$ cat src/rtl/ifetch_dbg_bypass_pkg.sv
package ifetch_dbg_bypass_pkg;
   localparam int REG_W = 32;

   // big-endian bit number -> vector index
   function automatic int be_idx(input int be_bit);
      return REG_W - 1 - be_bit;
   endfunction

   localparam int IDX_DIS = be_idx(8);
   localparam int IDX_VLE = be_idx(11);
   localparam int IDX_I   = be_idx(12);
   localparam int IDX_M   = be_idx(13);
   localparam int IDX_E   = be_idx(15);

   localparam logic [REG_W-1:0] WR_MASK =
      (REG_W'(1) << IDX_DIS) | (REG_W'(1) << IDX_VLE) | (REG_W'(1) << IDX_I) |
      (REG_W'(1) << IDX_M)   | (REG_W'(1) << IDX_E);

   typedef struct packed {
      logic vle;
      logic i;
      logic m;
      logic e;
   } page_attr_t;

   typedef struct packed {
      logic       dis;
      page_attr_t attr;
   } dbg_ctl_t;
endpackage

$ cat src/rtl/ifetch_dbg_ctl_reg.sv
module ifetch_dbg_ctl_reg
   import ifetch_dbg_bypass_pkg::*;
#(
   parameter bit RD_GATED = 1'b1
) (
   input  logic             clk,
   input  logic             rst_n,
   input  logic             sync_clr,
   input  logic             wr,
   input  logic [REG_W-1:0] wdata,
   input  logic             rd,
   output logic [REG_W-1:0] rdata,
   output dbg_ctl_t         ctl
);
   logic [REG_W-1:0] store_q;

   always_ff @(posedge clk or negedge rst_n) begin
      if (!rst_n)        store_q <= '0;
      else if (sync_clr) store_q <= '0;
      else if (wr)       store_q <= wdata & WR_MASK;
   end

   assign ctl.dis      = store_q[IDX_DIS];
   assign ctl.attr.vle = store_q[IDX_VLE];
   assign ctl.attr.i   = store_q[IDX_I];
   assign ctl.attr.m   = store_q[IDX_M];
   assign ctl.attr.e   = store_q[IDX_E];

   generate
      if (RD_GATED) begin : g_rd_gated
         assign rdata = rd ? store_q : '0;
      end else begin : g_rd_open
         logic unused_rd;
         assign unused_rd = rd;
         assign rdata     = store_q;
      end
   endgenerate
endmodule

$ cat src/rtl/ifetch_xlate_sel.sv
module ifetch_xlate_sel
   import ifetch_dbg_bypass_pkg::*;
#(
   parameter int AW = 32
) (
   input  logic          sel_bypass,
   input  page_attr_t    reg_attr,
   input  logic [AW-1:0] fetch_addr,
   input  logic [AW-1:0] tlb_pa,
   input  page_attr_t    tlb_attr,
   input  logic          tlb_sx,
   input  logic          tlb_ux,
   input  logic          tlb_miss,
   input  logic          tlb_fault,
   output logic [AW-1:0] ipa,
   output page_attr_t    iattr,
   output logic          sx_perm,
   output logic          ux_perm,
   output logic          itlb_miss,
   output logic          itlb_fault
);
   always_comb begin
      if (sel_bypass) begin
         ipa        = fetch_addr;
         iattr      = reg_attr;
         sx_perm    = 1'b1;
         ux_perm    = 1'b1;
         itlb_miss  = 1'b0;
         itlb_fault = 1'b0;
      end else begin
         ipa        = tlb_pa;
         iattr      = tlb_attr;
         sx_perm    = tlb_sx;
         ux_perm    = tlb_ux;
         itlb_miss  = tlb_miss;
         itlb_fault = tlb_fault;
      end
   end
endmodule

$ cat src/rtl/ifetch_dbg_bypass.sv
module ifetch_dbg_bypass
   import ifetch_dbg_bypass_pkg::*;
#(
   parameter int AW       = 32,
   parameter bit RD_GATED = 1'b1
) (
   input  logic          clk,
   input  logic          por_n,
   input  logic          tst_rst_n,
   input  logic          tlr_state,
   input  logic          reg_wr,
   input  logic [31:0]   reg_wdata,
   input  logic          reg_rd,
   output logic [31:0]   reg_rdata,
   input  logic          dbg_session,
   input  logic          dbg_en,
   input  logic [AW-1:0] fetch_addr,
   input  logic [AW-1:0] tlb_pa,
   input  logic [3:0]    tlb_attr,
   input  logic          tlb_sx,
   input  logic          tlb_ux,
   input  logic          tlb_miss,
   input  logic          tlb_fault,
   input  logic          ext_err,
   output logic [AW-1:0] ipa,
   output logic [3:0]    iattr,
   output logic          sx_perm,
   output logic          ux_perm,
   output logic          itlb_miss,
   output logic          itlb_fault,
   output logic          ext_err_out,
   output logic          bypass
);
   generate
      if (AW < 12 || AW > 64) begin : g_bad_aw
         $error("ifetch_dbg_bypass: AW must be within 12..64");
      end
   endgenerate

   logic       rst_n;
   dbg_ctl_t   ctl;
   page_attr_t sel_attr;

   assign rst_n = por_n & tst_rst_n;

   ifetch_dbg_ctl_reg #(.RD_GATED(RD_GATED)) u_reg (
      .clk      (clk),
      .rst_n    (rst_n),
      .sync_clr (tlr_state),
      .wr       (reg_wr),
      .wdata    (reg_wdata),
      .rd       (reg_rd),
      .rdata    (reg_rdata),
      .ctl      (ctl)
   );

   assign bypass = dbg_en & dbg_session & ctl.dis;

   ifetch_xlate_sel #(.AW(AW)) u_sel (
      .sel_bypass (bypass),
      .reg_attr   (ctl.attr),
      .fetch_addr (fetch_addr),
      .tlb_pa     (tlb_pa),
      .tlb_attr   (page_attr_t'(tlb_attr)),
      .tlb_sx     (tlb_sx),
      .tlb_ux     (tlb_ux),
      .tlb_miss   (tlb_miss),
      .tlb_fault  (tlb_fault),
      .ipa        (ipa),
      .iattr      (sel_attr),
      .sx_perm    (sx_perm),
      .ux_perm    (ux_perm),
      .itlb_miss  (itlb_miss),
      .itlb_fault (itlb_fault)
   );

   assign iattr       = sel_attr;
   assign ext_err_out = ext_err;
endmodule

$ cat config.mk
export PLATFORM = sky130hd
export DESIGN_NAME = ifetch_dbg_bypass
export DESIGN_NICKNAME = d
export VERILOG_FILES = /design/src/rtl/ifetch_dbg_bypass_pkg.sv /design/src/rtl/ifetch_dbg_ctl_reg.sv /design/src/rtl/ifetch_xlate_sel.sv /design/src/rtl/ifetch_dbg_bypass.sv
export SDC_FILE = /design/constraint.sdc
export NUM_CORES = 1
export LEC_CHECK = 0
export BUFFER_PORTS_ARGS = -buffer_cell sky130_fd_sc_hd__buf_4
export CORE_AREA = 2 2 72 74
export DETAILED_ROUTE_END_ITERATION = 8
export DIE_AREA = 0 0 74 76
export GPL_ROUTABILITY_DRIVEN = 1
export PLACE_DENSITY = 0.76
export SYNTH_ARGS = -nofsm -noshare
export SYNTH_HDL_FRONTEND = slang
export SYNTH_SLANG_ARGS = --single-unit
$ cat constraint.sdc
create_clock -name clk -period 1.7 [get_ports clk]
set_clock_uncertainty 0.2 [all_clocks]
set_input_delay 0.425 -clock clk [delete_from_list [all_inputs] [get_ports clk]]
set_output_delay 0.425 -clock clk [all_outputs]
set_load 0.01 [all_outputs]
==> reports/metrics.csv <==
metric;value;unit
R2R Setup Slk;580;ps
Cell Area, Synth;0.00107;mm²
top post-synthesis cells by area;mux2_4 49%, buf_4 20%, dfrtp_1 12%, and2_1 4.7%, mux2i_1 4.7%;
distinct cell type count after synthesis;13;
nets@finish;347;
clk sinks;5;
Setup Viol. Count Final;42;
final WL;3550;µm
Die Width;74;µm
GP Congestion;0.640;
Via Count;1145;
Biggest register;u_reg.store_q;
Iter 0 DRT Violations;15;
max-cap violations;0;
core box area;0.00491;mm²
Worst Hold Depth;2;
Fin. Hold Viols;0;
Final ANT Viol Nets;0;
# fillers;476;
critical path class;reg -> out;
Hold Path Class;in -> reg;
Ports;187;
antenna violations before repair;0;
reg2reg path depth;4;
failing checks;negative setup slack;
Worst R2R End;u_reg.store_q[23]$_DFFE_PN0P_;
max-slew violation count;0;
area grow syn2layout;111;%
Largest regs;u_reg.store_q (5);
synth warn;0;
Setup crit end kind;output port;
cell count after synthesis;97;
GR Util All Layers;0.103;
post-synth top area share;0.491;
Period Utilization, post-route;1.20;
Syn Area/Cell;11.0;µm²
Die Ht;76;µm
Post-synth EDFFs;0;
# DRC;0;
hold_ws;187;ps
Max Buffers Root-to-Sink;2;
initial core utilization;0.218;
Vias/cell;3.78;
CP Launch Point;u_reg.store_q[23]$_DFFE_PN0P_;
CTS clk-pin slew, worst paths;30;ps
crit path max fanout;14;
hold wc startpoint;tlr_state;
Yosys reg bits;5;
placed instance area;0.00201;mm²
largest net degree at the start of global routing;30;
DP HPWL;2890;µm
post-synth top area cell;mux2_4;
Post-synth top flop;dfrtp_1;
Worst R2R Start;u_reg.store_q[23]$_DFFE_PN0P_;
global-route wire length before repair;4590;µm
row count;26;
diode count;0;
VDD IR-drop max;0.444;mV
CTS Buf Count;3;
clk_lat worst skew;220;ps
share of cells above drive strength 1;0.760;
CTS tree;done;
vias in the first global route;1011;
top cells by count, synth;35 x mux2_4, 28 x buf_4, 8 x and2_1;
Cell Pwr Density;372;mW/mm²
First-pass DRT Iterations;4;
max reg flops;5;
Crit path required time;1070;ps
CP arrival;1420;ps
outcome;finished, violations left;
Setup crit start kind;flop;
post-synthesis sequential area ratio;0.117;
grt total ovfl;0;
worst setup margin;-346;ps
unrepaired setup endpoints after global routing;true;
Async S/R FF share, synth;1.00;
Final min period;2050;ps
Finished Cell Area;0.00226;mm²
H-tree depth;1;
Die Area;0.00562;mm²
wire per inst;11.7;µm
LEAKAGE;1.33;nW
Power, Total;839;µW
hold path endpoint;u_reg.store_q[20]$_DFFE_PN0P_;
# port buffers;130;
root buffer selected by CTS;clkbuf_8;
f_max;0.489;GHz
most common cell in the synthesized netlist;mux2_4;
-- cells in the final DEF, fill, tap and decap left out, types with 3 or more instances in the layout --
master / instances
and2_1: 8
buf_4: 106
buf_6: 27
clkbuf_8: 3
conb_1: 27
dfrtp_1: 5
mux2_4: 36
mux2i_1: 5
nor2_1: 5
-- what timing repair did --
action	in CTS	in global routing
resized for setup	25	6
gates cloned	0	2
hold buffers	2	0
hold endpoints to repair	5	0
pin swaps	0	1
buffers inserted	0	1
endpoints found under the setup margin	41	42
-- per-layer routing --
metal  up-vias  wire, µm  global-route usage
met2        80      2030               0.204
met4         0        44              0.0436
li1        548         -                   -
met1       513      1050              0.0984
met5         -         0                   0
met3         4       431              0.0172
-- metrics by stage --
| stage | setup WS [ps] | instances | TNS, ps | util |
|---|---|---|---|---|
| floorplan | 23.0 | 123 | 0 | - |
| global placement | -292 | 294 | -9480 | 0.410 |
| detailed placement | -300 | 294 | -9970 | 0.410 |
| CTS | -382 | 300 | -12930 | 0.442 |
| global route | -402 | 303 | -15160 | 0.460 |
| finish | -346 | 303 | -12740 | 0.460 |
-- worst max path at each step --
| stage | slack, ps | end |
|---|---|---|
| 5_1_grt | -400 | ipa[12] |
| 4_1_cts | -380 | ipa[31] |
| 2_1_floorplan | 20 | iattr[3] |
| 6_report | -350 | ipa[15] |
| 3_5_place_dp | -300 | ipa[31] |
| 3_3_place_gp | -290 | ipa[31] |
-- cell type report --
cell class              instances  area, µm²  area share
repair buffers                139       1200       0.534
inverters                       1       3.75     0.00166
flip-flops and latches          5        125      0.0554
clock buffers                   4       45.0      0.0200
multi-input cells              84        791       0.350
well taps                      70       87.6      0.0388
-- logic make-up after synthesis --
family | after synthesis | synth area share
buf+inv | 34 | 0.246
flops | 5 | 0.117
mux | 41 | 0.548
other cells | 1 | 0.00350
simple gates | 16 | 0.0853
-- where the power goes --
group	switching [mW]	leakage (nW)	internal (mW)
Clock	0.0599	0.0228	0.161
Combinational	0.162	1.24	0.323
Sequential	0.00641	0.0668	0.127
Total	0.228	1.33	0.611
-- worst max-delay path, stage by stage, from the launching register on --
cell	delay, ps
dfrtp_1	400
nand3_4	150
clkbuf_16	210
mux2_4	310
buf_6	120
Power figures use the tool's default switching activity.
